[src/rtl/usb_ls_tx_pkg.sv]
package usb_ls_tx_pkg;

    typedef enum logic [2:0] {
        ST_IDLE,
        ST_PREP,
        ST_DATA,
        ST_SE0,
        ST_EOPJ
    } tx_state_t;

    localparam logic [7:0] SYNC_BYTE = 8'h80;
    localparam logic [7:0] PID_ACK   = 8'hD2;
    localparam logic [7:0] PID_NAK   = 8'h5A;

endpackage

[src/rtl/usb_ls_tx_timer.sv]
// Slot counter: counts 0..lim-1 and wraps, held at zero while cleared.
module usb_ls_tx_timer #(
    parameter int W = 5
) (
    input  logic         clk,
    input  logic         rst_n,
    input  logic         clr,
    input  logic [W-1:0] lim,
    output logic         last
);
    logic [W-1:0] cnt_q;

    assign last = (cnt_q == lim - W'(1));

    always_ff @(posedge clk or negedge rst_n) begin
        if (!rst_n) begin
            cnt_q <= '0;
        end else if (clr || last) begin
            cnt_q <= '0;
        end else begin
            cnt_q <= cnt_q + W'(1);
        end
    end
endmodule

[src/rtl/usb_ls_tx_ser.sv]
// Bit source with stuffing: decides at every slot start whether the slot
// carries the next data bit or a stuffed zero.
module usb_ls_tx_ser #(
    parameter int CNT_W     = 4,
    parameter int RA_W      = 4,
    parameter int STUFF_RUN = 6
) (
    input  logic             clk,
    input  logic             rst_n,
    input  logic             ld,
    input  logic [CNT_W-1:0] nbytes,
    input  logic             adv,
    input  logic [7:0]       byte_in,
    output logic [RA_W-1:0]  rd_addr,
    output logic             toggle,
    output logic             more
);
    import usb_ls_tx_pkg::*;

    localparam int ONES_W = $clog2(STUFF_RUN + 1);

    logic [7:0]       shreg_q;
    logic [2:0]       bit_q;
    logic [CNT_W-1:0] left_q;
    logic [ONES_W-1:0] ones_q;
    logic             fin_q;
    logic [RA_W-1:0]  addr_q;
    logic             stuff;

    assign stuff   = (ones_q == ONES_W'(STUFF_RUN));
    assign toggle  = stuff || !shreg_q[0];
    assign more    = !fin_q || stuff;
    assign rd_addr = addr_q;

    always_ff @(posedge clk or negedge rst_n) begin
        if (!rst_n) begin
            shreg_q <= '0;
            bit_q   <= '0;
            left_q  <= '0;
            ones_q  <= '0;
            fin_q   <= 1'b1;
            addr_q  <= '0;
        end else if (ld) begin
            shreg_q <= SYNC_BYTE;
            bit_q   <= '0;
            left_q  <= nbytes - CNT_W'(1);
            ones_q  <= '0;
            fin_q   <= 1'b0;
            addr_q  <= '0;
        end else if (adv) begin
            if (stuff) begin
                ones_q <= '0;
            end else begin
                ones_q <= shreg_q[0] ? ones_q + ONES_W'(1) : '0;
                bit_q  <= bit_q + 3'd1;
                if (bit_q == 3'd7) begin
                    if (left_q != '0) begin
                        shreg_q <= byte_in;
                        addr_q  <= addr_q + RA_W'(1);
                        left_q  <= left_q - CNT_W'(1);
                    end else begin
                        fin_q <= 1'b1;
                    end
                end else begin
                    shreg_q <= {1'b0, shreg_q[7:1]};
                end
            end
        end
    end
endmodule

[src/rtl/usb_ls_tx_nrzi.sv]
// Line level register: 1 = J, 0 = K.
module usb_ls_tx_nrzi (
    input  logic clk,
    input  logic rst_n,
    input  logic ld,
    input  logic adv,
    input  logic toggle,
    output logic lvl
);
    always_ff @(posedge clk or negedge rst_n) begin
        if (!rst_n) begin
            lvl <= 1'b1;
        end else if (ld) begin
            lvl <= 1'b1;
        end else if (adv && toggle) begin
            lvl <= !lvl;
        end
    end
endmodule

[src/rtl/usb_ls_tx_window.sv]
// Response-window monitor: counts edges since the last received EOP.
module usb_ls_tx_window #(
    parameter int WIN_CYC = 60
) (
    input  logic clk,
    input  logic rst_n,
    input  logic eop,
    input  logic go,
    output logic late
);
    localparam int CW = $clog2(WIN_CYC + 1);

    logic [CW-1:0] cnt_q;
    logic          armed_q;

    always_ff @(posedge clk or negedge rst_n) begin
        if (!rst_n) begin
            cnt_q   <= '0;
            armed_q <= 1'b0;
            late    <= 1'b0;
        end else begin
            late <= go && armed_q && !eop && (cnt_q >= CW'(WIN_CYC));
            if (eop) begin
                cnt_q   <= '0;
                armed_q <= 1'b1;
            end else begin
                if (go) begin
                    armed_q <= 1'b0;
                end
                if (cnt_q != CW'(WIN_CYC)) begin
                    cnt_q <= cnt_q + CW'(1);
                end
            end
        end
    end
endmodule

[src/rtl/usb_ls_tx.sv]
module usb_ls_tx #(
    parameter int CYC_PER_BIT = 8,
    parameter int MIN_BYTES   = 2,
    parameter int MAX_BYTES   = 12,
    parameter int ADDR_BITS   = 7
) (
    input  logic                             clk,
    input  logic                             rst_n,
    input  logic                             start,
    input  logic                             hs_mode,
    input  logic                             hs_nak,
    input  logic [$clog2(MAX_BYTES+1)-1:0]   byte_cnt,
    output logic [$clog2(MAX_BYTES-1)-1:0]   rd_addr,
    input  logic [7:0]                       rd_data,
    input  logic                             eop_seen,
    input  logic                             rx_edge,
    input  logic [ADDR_BITS-1:0]             new_addr,
    output logic [ADDR_BITS-1:0]             dev_addr,
    output logic                             busy,
    output logic                             done,
    output logic                             too_late,
    output logic                             rx_irq,
    output logic                             dp_out,
    output logic                             dm_out,
    output logic                             drive_en
);
    import usb_ls_tx_pkg::*;

    localparam int CNT_W   = $clog2(MAX_BYTES + 1);
    localparam int RA_W    = $clog2(MAX_BYTES - 1);
    localparam int TMR_W   = $clog2(2 * CYC_PER_BIT + 1);
    localparam int WIN_CYC = (15 * CYC_PER_BIT) / 2;
    localparam int HS_LEN  = 2;

    tx_state_t        state_q, state_d;
    logic             accept, adv, tmr_last, tmr_clr, more, toggle, lvl;
    logic [TMR_W-1:0] tmr_lim;
    logic [CNT_W-1:0] ld_cnt;
    logic             hs_q;
    logic [7:0]       pid_q, byte_in;
    logic             len_ok;

    assign len_ok  = (byte_cnt >= CNT_W'(MIN_BYTES)) && (byte_cnt <= CNT_W'(MAX_BYTES));
    assign accept  = (state_q == ST_IDLE) && start && (hs_mode || len_ok);
    assign ld_cnt  = hs_mode ? CNT_W'(HS_LEN) : byte_cnt;
    assign byte_in = hs_q ? pid_q : rd_data;
    assign tmr_lim = (state_q == ST_SE0) ? TMR_W'(2 * CYC_PER_BIT) : TMR_W'(CYC_PER_BIT);
    assign tmr_clr = (state_q != ST_DATA) && (state_q != ST_SE0);

    // next state and sequencing strobes
    always_comb begin
        state_d = state_q;
        adv     = 1'b0;
        unique case (state_q)
            ST_IDLE: if (accept) state_d = ST_PREP;
            ST_PREP: begin
                state_d = ST_DATA;
                adv     = 1'b1;
            end
            ST_DATA: begin
                if (tmr_last) begin
                    if (more) adv     = 1'b1;
                    else      state_d = ST_SE0;
                end
            end
            ST_SE0:  if (tmr_last) state_d = ST_EOPJ;
            ST_EOPJ: state_d = ST_IDLE;
            default: state_d = ST_IDLE;
        endcase
    end

    // state register
    always_ff @(posedge clk or negedge rst_n) begin
        if (!rst_n) state_q <= ST_IDLE;
        else        state_q <= state_d;
    end

    // line outputs
    always_comb begin
        drive_en = 1'b0;
        dp_out   = 1'b0;
        dm_out   = 1'b0;
        busy     = 1'b1;
        unique case (state_q)
            ST_IDLE: busy = 1'b0;
            ST_PREP: dm_out = 1'b1;
            ST_DATA: begin
                drive_en = 1'b1;
                dp_out   = !lvl;
                dm_out   = lvl;
            end
            ST_SE0:  drive_en = 1'b1;
            ST_EOPJ: begin
                drive_en = 1'b1;
                dm_out   = 1'b1;
            end
            default: busy = 1'b0;
        endcase
    end

    // packet-level registers
    always_ff @(posedge clk or negedge rst_n) begin
        if (!rst_n) begin
            hs_q     <= 1'b0;
            pid_q    <= PID_ACK;
            done     <= 1'b0;
            dev_addr <= '0;
            rx_irq   <= 1'b0;
        end else begin
            if (accept) begin
                hs_q  <= hs_mode;
                pid_q <= hs_nak ? PID_NAK : PID_ACK;
            end
            done <= (state_q == ST_EOPJ);
            if ((state_q == ST_EOPJ) && !hs_q) begin
                dev_addr <= new_addr;
            end
            if (state_q == ST_EOPJ) rx_irq <= 1'b0;
            else if (rx_edge)       rx_irq <= 1'b1;
        end
    end

    usb_ls_tx_timer #(.W(TMR_W)) u_timer (
        .clk   (clk),
        .rst_n (rst_n),
        .clr   (tmr_clr),
        .lim   (tmr_lim),
        .last  (tmr_last)
    );

    usb_ls_tx_ser #(.CNT_W(CNT_W), .RA_W(RA_W), .STUFF_RUN(6)) u_ser (
        .clk     (clk),
        .rst_n   (rst_n),
        .ld      (accept),
        .nbytes  (ld_cnt),
        .adv     (adv),
        .byte_in (byte_in),
        .rd_addr (rd_addr),
        .toggle  (toggle),
        .more    (more)
    );

    usb_ls_tx_nrzi u_nrzi (
        .clk    (clk),
        .rst_n  (rst_n),
        .ld     (accept),
        .adv    (adv),
        .toggle (toggle),
        .lvl    (lvl)
    );

    usb_ls_tx_window #(.WIN_CYC(WIN_CYC)) u_win (
        .clk   (clk),
        .rst_n (rst_n),
        .eop   (eop_seen),
        .go    (accept),
        .late  (too_late)
    );
endmodule

[config.mk]
export PLATFORM = sky130hd
export DESIGN_NAME = usb_ls_tx
export DESIGN_NICKNAME = d
export VERILOG_FILES = /design/src/rtl/usb_ls_tx_pkg.sv /design/src/rtl/usb_ls_tx_timer.sv /design/src/rtl/usb_ls_tx_ser.sv /design/src/rtl/usb_ls_tx_nrzi.sv /design/src/rtl/usb_ls_tx_window.sv /design/src/rtl/usb_ls_tx.sv
export SDC_FILE = /design/constraint.sdc
export NUM_CORES = 1
export LEC_CHECK = 0
export ABC_AREA = 1
export BUFFER_PORTS_ARGS = -buffer_cell sky130_fd_sc_hd__buf_2
export CORE_MARGIN = 2
export CORE_UTILIZATION = 63
export CTS_BUF_LIST = sky130_fd_sc_hd__clkbuf_4
export CTS_CLUSTER_DIAMETER = 100
export DETAILED_ROUTE_END_ITERATION = 10
export GPL_TIMING_DRIVEN = 0
export PLACE_DENSITY = 0.86
export RECOVER_POWER = 25
export SYNTH_ARGS = -nofsm -noshare
export SYNTH_HDL_FRONTEND = slang
export SYNTH_SLANG_ARGS = --single-unit
[constraint.sdc]
create_clock -name clk -period 2.4 [get_ports clk]
set_input_delay 0.36 -clock clk [delete_from_list [all_inputs] [get_ports clk]]
set_output_delay 0.36 -clock clk [all_outputs]
set_load 0.02 [all_outputs]
==> reports/qor.csv, run 1 <==
metric,value,unit
grt-busiest-layer,met2,
fill_cells,306,
cts_root_buf,clkbuf_4,
slew_violations,0,
arrival,1.69,ns
die_area,4750,um2
die_w,68.9,um
synth_edf_count,0,
met3_usage,3.90,%
syn_avg_cell_area,8.82,um2
finalSetupViolations,0,
antenna_found_initial,0,
cp.required,2.04,ns
io_buffers,43,
synth_area,2650,um2
grt_first_pass_wirelength,8710,um
power.leakage,1.58,nW
hp-class,input port to register,
initialDrtViolationCount,166,
antennaDiodeCount,0,
totalWireLength,5250,um
clockBufferDepth,2,
ys_ff_latch,52,
synth_ff_type,dfrtp_1,
gp_congestion,0.795,
synth_cells,301,
crit_path_cell_trace,"nor3_2, inv_1, o211ai_1, buf_2",
multi_input_area,1170,um2
die_h,68.9,um
postCtsHoldBufs,0,
avgRoutedWirePerCell,13.1,um
met2_usage,43.4,%
met1_usage,32.2,%
cts_tree,yes,
skew,0.0127,ns
cap_violations,0,
ys_seq_area_share,49.2,%
fin_nets,386,
rsz0062_at_grt,no,
cts_resized,0,
core_area,4030,um2
critical_path.max_stage_delay,0.50,ns
slew-limit-headroom,16.9,%
post-dp-hpwl,3840,um
postSynthNetCount,336,
fmax,488,MHz
yosys_warnings,0,
cts_buffers,5,
h-tree-depth,2,
io_pins,44,
async_reset_ff_share,100,%
path_class,register to output port,
cts_setup_buffers,0,
rrSetupSlack,0.46,ns
rows,23,
timing_hold_violations_final,0,
end_kind,output port,
peakVddDrop,0.000662,V
layout_min_cycle_time,2.05,ns
grt_usage,25.0,%
firstDrtPassIters,4,
power_density,1200,nW/um2
synth.distinct_cells,36,
path_max_fanout,6,
cp_slowest_cell,dfrtp_1,
finalCritPeriodShare,85.4,%
setup_tns,0,ns
ant_nets,0,
route.detailed.drc,0,
finalPower,3.61,mW
grt_max_degree,53,
initial_utilization,65.9,%
seq_area,1310,um2
drive_gt1_share,25.9,%
viasPerCell,5.39,
vias,2166,
clk_pin_slew,0.14,ns
grt_pass1_vias,1995,
max_slew.worst_pin.slew,1.25,ns
cts_sinks,52,
run_status,finished clean,
gr-total-overflow,0,
startpoint_type,register,
clock_latency,0.37,ns
area_delta_synth_final,13.7,%
## kinds of logic (layout without fill, tap and decap cells)
logic type,count (synthesis),in the layout,synth area share [%]
AO/OA/AOI/OAI,45,45,11.0
XOR/XNOR,5,5,1.65
adder cells (fa/ha/maj),9,9,4.24
buffers and inverters,42,93,6.84
flip-flops,52,52,49.2
multiplexers,7,7,2.97
AND/OR/NAND/NOR,141,141,24.1
## final timing paths
kind / from / end / cells after the start
min: eop_seen / u_win.cnt_q[5]$_DFFE_PN0P_ / 2
max in group asynchronous: rst_n / u_win.late$_DFF_PN0_ / 1
max reg2reg: state_q[0]$_DFFE_PN0P_ / u_ser.left_q[2]$_DFFE_PN0P_ / 10
min reg2reg: u_timer.cnt_q[0]$_DFF_PN0_ / u_timer.cnt_q[0]$_DFF_PN0_ / 1
min in group asynchronous: rst_n / u_ser.rd_addr[3]$_DFFE_PN0P_ / 1
max: state_q[0]$_DFFE_PN0P_ / dm_out / 4
## flip-flops by register name (all words and copies together) (netlist names)
name / flops
u_ser.shreg_q: 8
dev_addr: 7
u_win.cnt_q: 6
u_timer.cnt_q: 5
u_ser.left_q: 4
u_ser.rd_addr: 4
state_q: 3
u_ser.bit_q: 3
u_ser.ones_q: 3
pid_q: 2
done: 1
hs_q: 1
rx_irq: 1
u_nrzi.lvl: 1
u_ser.fin_q: 1
u_win.armed_q: 1
u_win.late: 1
## worst max-delay path: cells and delay by family, from the launching register on
| family | cells | cell delay, ns |
|---|---|---|
| buffers and inverters | 2 | 0.33 |
| AOI/OAI and AO/OA | 1 | 0.10 |
| DFF | 1 | 0.50 |
| and+or+nand+nor | 1 | 0.40 |
## cell usage in the layout (no fill, tap or decap), types with 2 or more instances in the layout
master	netlist	routed
ha_1	9	9
nand2_2	6	6
o221ai_1	3	3
xor2_1	4	4
nand4_1	3	3
nor3_1	5	4
o21ai_2	9	9
inv_1	35	35
buf_2	1	43
clkbuf_4	0	6
nor4_1	2	2
a21oi_1	12	12
dfrtp_1	49	49
nand3_2	2	2
nand2_4	3	3
nand2_1	70	70
mux2_2	7	7
dfstp_2	3	3
buf_6	3	3
nor2_1	25	25
o21a_1	2	2
o21ai_0	11	11
o21ai_1	2	2
nand3_1	21	21
a21oi_2	2	2
## power by group
| part | switching [mW] | internal [mW] | leakage [nW] |
|---|---|---|---|
| sequential | 0.226 | 1.20 | 0.654 |
| clock | 0.272 | 0.230 | 0.0456 |
| combinational | 1.07 | 0.615 | 0.878 |
## synth_stat cells, types with 4 or more instances
cell type / n / area share (%)
nand2_1: 70 / 9.9
dfrtp_1: 49 / 46
inv_1: 35 / 5.0
nor2_1: 25 / 3.5
nand3_1: 21 / 4.0
a21oi_1: 12 / 2.3
o21ai_0: 11 / 2.1
ha_1: 9 / 4.2
o21ai_2: 9 / 3.0
mux2_2: 7 / 3.0
nand2_2: 6 / 1.4
nor3_1: 5 / 0.94
xor2_1: 4 / 1.3
## routing by layer
metal	routed length [um]	share of wire, %
met1	2290	44
met2	2740	52
met3	180	3.4
met4	48	0.91
met5	0	0
## final cells by class
cell class,count,area share (%)
inverters,37,4.60
multi-input cells,207,38.9
plain buffers,5,1.41
clock buffers,6,1.49
flip-flops and latches,52,43.3
well taps,50,2.07
clock inverters,2,1.16
repair buffers,43,7.13
## through the flow
step                      hold slack (ns)  cells  setup slack (ns)  cell area, um2  util, %
after floorplan                    0.0644    301             0.731            2650        -
after global placement              0.449    394             0.574            2930     72.8
after detailed placement            0.458    394             0.544            2930     72.8
after CTS                           0.180    402             0.129            3010     74.8
after global routing                0.185    402             0.221            3020     74.9
final                               0.191    402             0.350            3020     74.9
(Power assumes the default switching activity.)
==> inputs of run 2 (changes only) <==
CORE_MARGIN = 4   (was 2)
CORE_UTILIZATION = 60   (was 63)
CTS_BUF_LIST = sky130_fd_sc_hd__clkbuf_16   (was sky130_fd_sc_hd__clkbuf_4)
PLACE_DENSITY = 0.82   (was 0.86)
==> run 2 against run 1 <==
  * First-iteration DRC count fell by 30%
  * Highest routed layer unchanged
  * Clock power rose by 42%
  * Via count fell by 1.4%
  * Sequential share of layout area fell by 0.88 points
  * Critical endpoint unchanged
  * Global-route usage fell by 3.6 points
  * Final cell count did not move
  * Final area rose by 2.1%
==> reports/qor.csv, run 2 (synthesis results as in run 1) <==
metric,value,unit,change
totalWireLength,5390,um,+2.6%
multi_input_area,1170,um2,-0.43%
cts_setup_buffers,0,,unchanged
run_status,finished clean,,
grt_pass1_vias,2093,,+4.9%
rsz0062_at_grt,no,,
route.detailed.drc,0,,unchanged
cap_violations,0,,unchanged
firstDrtPassIters,4,,unchanged
peakVddDrop,0.000679,V,+2.6%
crit_path_cell_trace,"nor3_1, inv_1, o211ai_1, buf_2",,
path_max_fanout,6,,unchanged
startpoint_type,register,,
cts_buffers,5,,unchanged
cts_root_buf,clkbuf_16,,
rrSetupSlack,0.50,ns,+0.04 ns
cp.required,2.04,ns,about the same
skew,0.00497,ns,-0.00777 ns
seq_area,1310,um2,unchanged
cts_tree,yes,,
post-dp-hpwl,3900,um,+1.6%
p_sw_share,42.0,%,-1.3 points
cp_slowest_cell,nor3_1,,
core_area,4140,um2,+2.9%
initialDrtViolationCount,117,,-30%
viasPerCell,5.31,,-1.4%
cts_resized,0,,unchanged
postCtsHoldBufs,0,,unchanged
power.leakage,1.60,nW,+1.8%
grt_usage,21.4,%,-3.6 points
h-tree-depth,2,,unchanged
initial_utilization,64.0,%,-1.8 points
gr-total-overflow,0,,unchanged
min_delay_path_depth,2,,unchanged
grt_first_pass_wirelength,9130,um,+4.8%
rows,23,,unchanged
ant_nets,0,,unchanged
arrival,1.76,ns,+0.07 ns
worstHoldEndpoint,u_win.cnt_q[5]$_DFFE_PN0P_,,
r2r_cells,10,,unchanged
vias,2136,,-1.4%
die_w,74.5,um,+8.1%
largest_register,u_ser.shreg_q,,
area_delta_synth_final,16.0,%,
slew_violations,0,,unchanged
antenna_found_initial,0,,unchanged
grt_max_degree,53,,unchanged
drive_gt1_share,25.6,%,-0.28 points
hold_start,eop_seen,,
max_slew.worst_pin.slew,1.27,ns,+0.0201 ns
hold_slack,0.280,ns,+0.0891 ns
layout_min_cycle_time,2.12,ns,+0.0686 ns
avgRoutedWirePerCell,13.4,um,+2.6%
gp_congestion,0.788,,-0.89%
power_density,1240,nW/um2,+3.5%
p_int,2.21,mW,+8.0%
fill_cells,318,,+3.9%
antennaDiodeCount,0,,unchanged
slew-limit-headroom,15.5,%,-1.3 points
hp-class,input port to register,,
setup_tns,0,ns,unchanged
clkPwrFrac,18.7,%,+4.8 points
critical_path.max_stage_delay,0.54,ns,+0.04 ns
fmax,472,MHz,-3.2%
mostFrequentLayoutCells,"nand2_1 (70), dfrtp_1 (49), buf_2 (43)",,
cts_sinks,52,,unchanged
end_kind,output port,,
clk_pin_slew,0.07,ns,-0.07 ns
timing_hold_violations_final,0,,unchanged
die_h,74.5,um,+8.1%
die_area,5550,um2,+17%
largest_register_ffs,8,,unchanged
crit_buf_inv,2,,unchanged
clock_latency,0.29,ns,-0.08 ns
io_buffers,43,,unchanged
top_regs,"u_ser.shreg_q (8), dev_addr (7), u_win.cnt_q (6)",,
r2r-start,state_q[0]$_DFFE_PN0P_,,
rr_endpoint,u_ser.left_q[2]$_DFFE_PN0P_,,
finalPower,3.81,mW,+5.7%
p_switching,1.60,mW,+2.6%
finalSetupViolations,0,,unchanged
path_class,register to output port,,
finalCritPeriodShare,88.3,%,+2.9 points
seqPwrFrac,37.5,%,-2.0 points
clockBufferDepth,2,,unchanged
io_pins,44,,unchanged
combPwrFrac,43.8,%,-2.8 points
final_common_cell,nand2_1,,
fin_nets,386,,unchanged
crit_family,simple AND/OR/NAND/NOR gates,,
cp-startpoint,state_q[0]$_DFFE_PN0P_,,
[run 2: cell types whose count changed in the layout (fill, tap and decap cells not counted), sizes merged]
cell	previous run	this run
bufinv	1	0
clkbuf	8	7
clkinv	2	3
inv	36	37
[run 2: layout make-up]
cell class	instances	area share, %
timing repair buffer	43	6.99
inverter	37	4.51
buffer	5	1.38
clock buffer	5	4.06
tap	50	2.03
multi-input combinational	207	37.9
sequential	52	42.4
clock inverter	3	0.731
[run 2: how the worst max path moves through the flow]
stage / to / cells after the start / slack, ns
floorplan: u_ser.left_q[2]$_DFFE_PN0P_ / 10 / 0.73
global placement: u_ser.left_q[2]$_DFFE_PN0P_ / 10 / 0.57
detailed placement: u_ser.left_q[2]$_DFFE_PN0P_ / 10 / 0.56
CTS: dm_out / 4 / 0.27
global route: dm_out / 4 / 0.16
finish: dm_out / 4 / 0.28
[run 2: power groups by stage]
stage               sequential (mW)  combinational [mW]  clock (mW)
global placement               1.42                1.62           0
finish                         1.43                1.67       0.713
floorplan                      1.52                1.14           0
CTS                            1.43                1.69       0.725
detailed placement             1.44                1.67           0
global route                   1.47                1.89       0.760
[run 2: metrics by stage]
step / setup WS (ns) / utilization [%] / instances / cell area (um2)
6_report: 0.282 / 74.3 / 402 / 3080
4_1_cts: 0.269 / 74.3 / 402 / 3080
3_3_place_gp: 0.568 / 70.7 / 394 / 2930
2_1_floorplan: 0.731 / - / 301 / 2650
3_5_place_dp: 0.558 / 70.7 / 394 / 2930
5_1_grt: 0.164 / 74.3 / 402 / 3080
[run 2: metal layers]
layer  vias to the layer above  global-route usage, %  share of wire (%)
met5                         -                      0                  0
met4                         0                   7.31                1.7
met3                        10                   5.00                4.0
met2                        47                   37.6                 52
met1                      1003                   25.8                 43
li1                       1076                      -                  -
==> inputs of run 3 (changes only) <==
CAP_MARGIN = 25   (was not set)
PLACE_DENSITY = not set   (was 0.82)
PLACE_DENSITY_LB_ADDON = 0.2   (was not set)
==> run 3 against run 2 <==
  * Worst setup slack improved by 0.080 ns
  * Global-route usage shrank 0.49 points
  * Wire length fell by 1.9%
  * Die area unchanged
  * Flip-flop and latch count unchanged
  * First-iteration DRC count rose by 29%
  * Critical endpoint unchanged
  * Highest routed layer unchanged
  * Clock power rose by 12%
==> reports/qor.csv, run 3 (synthesis results as in run 1) <==
metric,value,unit,change
vias,2167,,+1.5%
cts_root_buf,clkbuf_16,,
timing_hold_violations_final,0,,unchanged
hold_slack,0.292,ns,+0.0124 ns
io_pins,44,,unchanged
area_delta_synth_final,16.9,%,
route.detailed.drc,0,,unchanged
initial_utilization,64.0,%,unchanged
h-tree-depth,2,,unchanged
layout_min_cycle_time,2.04,ns,-0.0795 ns
clkPwrFrac,20.5,%,+1.8 points
peakVddDrop,0.000731,V,+7.7%
gr-total-overflow,0,,unchanged
placed_cells,395,,+0.25%
ant_nets,0,,unchanged
combPwrFrac,42.9,%,-0.9 points
grt_pass1_vias,2055,,-1.8%
rsz0062_at_grt,no,,
top_regs,"u_ser.shreg_q (8), dev_addr (7), u_win.cnt_q (6)",,
gp_congestion,0.809,,+2.7%
seqPwrFrac,36.6,%,-0.9 points
p_switching,1.60,mW,-0.41%
antennaDiodeCount,0,,unchanged
avgRoutedWirePerCell,13.1,um,-2.2%
die_area,5550,um2,unchanged
cts_resized,0,,unchanged
io_buffers,43,,unchanged
finalPower,3.90,mW,+2.4%
slew_violations,0,,unchanged
final_common_cell,nand2_1,,
postCtsHoldBufs,0,,unchanged
startpoint_type,register,,
fin_nets,387,,+0.26%
p_sw_share,40.9,%,-1.1 points
fin_area,3100,um2,+0.77%
core_area,4140,um2,unchanged
slew-limit-headroom,20.8,%,+5.3 points
drive_gt1_share,25.5,%,-0.072 points
p_int,2.31,mW,+4.4%
die_w,74.5,um,unchanged
clk_pin_slew,0.07,ns,about the same
grt_usage,20.9,%,-0.49 points
arrival,1.68,ns,-0.08 ns
timing.final.ws_setup,0.361,ns,+0.0795 ns
cts_sinks,52,,unchanged
mostFrequentLayoutCells,"nand2_1 (70), dfrtp_1 (49), buf_2 (43)",,
largest_register,u_ser.shreg_q,,
largest_register_ffs,8,,unchanged
cts_tree,yes,,
finalSetupViolations,0,,unchanged
fin_cells,403,,+0.25%
cp.required,2.04,ns,about the same
clockBufferDepth,2,,unchanged
fill_cells,311,,-2.2%
place_worst_setup_slack,0.527,ns,-0.0306 ns
power.leakage,1.61,nW,+0.42%
utilization,74.9,%,+0.57 points
cts_setup_buffers,0,,unchanged
finalCritPeriodShare,84.9,%,-3.3 points
cts_buffers,5,,unchanged
fmax,491,MHz,+3.9%
max_slew.worst_pin.slew,1.19,ns,-0.0793 ns
rows,23,,unchanged
die_h,74.5,um,unchanged
path_class,register to output port,,
firstDrtPassIters,4,,unchanged
path_max_fanout,6,,unchanged
antenna_found_initial,0,,unchanged
end_kind,output port,,
power_density,1260,nW/um2,+1.6%
cap_violations,0,,unchanged
grt_first_pass_wirelength,8980,um,-1.6%
setup_tns,0,ns,unchanged
post-dp-hpwl,3770,um,-3.4%
clock_latency,0.29,ns,about the same
cp-startpoint,state_q[0]$_DFFE_PN0P_,,
initialDrtViolationCount,151,,+29%
skew,0.00727,ns,+0.00230 ns
r2r-start,state_q[0]$_DFFE_PN0P_,,
run_status,finished clean,,
viasPerCell,5.38,,+1.2%
grt_max_degree,31,,-42%
totalWireLength,5280,um,-1.9%
dpl-instance-area,2950,um2,+0.68%
hp-class,input port to asynchronous set/reset pin,,
-- run 3: power by group through the flow --
stage	registers [mW]	logic [mW]	clock network, mW
finish	1.43	1.67	0.801
global route	1.48	1.87	0.850
detailed placement	1.44	1.66	0
global placement	1.42	1.62	0
CTS	1.43	1.69	0.813
floorplan	1.52	1.14	0
-- run 3: cell type report --
cell class / count / area [um2] / share of cell area [%]
Sequential cell: 52 / 1310 / 42.1
Multi-Input combinational cell: 207 / 1170 / 37.6
Timing Repair Buffer: 44 / 219 / 7.06
Inverter: 37 / 139 / 4.48
Clock buffer: 5 / 125 / 4.03
Tap cell: 50 / 62.6 / 2.02
Clock inverter: 3 / 42.5 / 1.37
Buffer: 5 / 42.5 / 1.37
-- run 3: worst paths after layout --
check | endpoint | slack [ns] | depth (start not counted)
max | dm_out | 0.36 | 4
min | done$_DFF_PN0_ | 0.29 | 1
max reg2reg | u_ser.left_q[2]$_DFFE_PN0P_ | 0.49 | 10
min reg2reg | u_timer.cnt_q[0]$_DFF_PN0_ | 0.46 | 1
max in group asynchronous | dev_addr[2]$_DFFE_PN0P_ | 0.76 | 2
min in group clk | rx_irq$_DFFE_PN0P_ | 0.30 | 3
-- run 3: per-layer routing --
metal  track usage (%)  vias to the layer above  wire length [um]
met5                 0                        -                 0
met4              7.51                        0                71
met3              4.73                        8               274
met2              34.0                       42              2620
met1              27.5                     1032              2320
li1                  -                     1085                 -
-- run 3: worst max-delay path, stage by stage (launching register included) --
cell and delay, ns:
dfrtp_1 0.47, nor3_1 0.49, inv_1 0.15, o211ai_1 0.11, buf_2 0.19
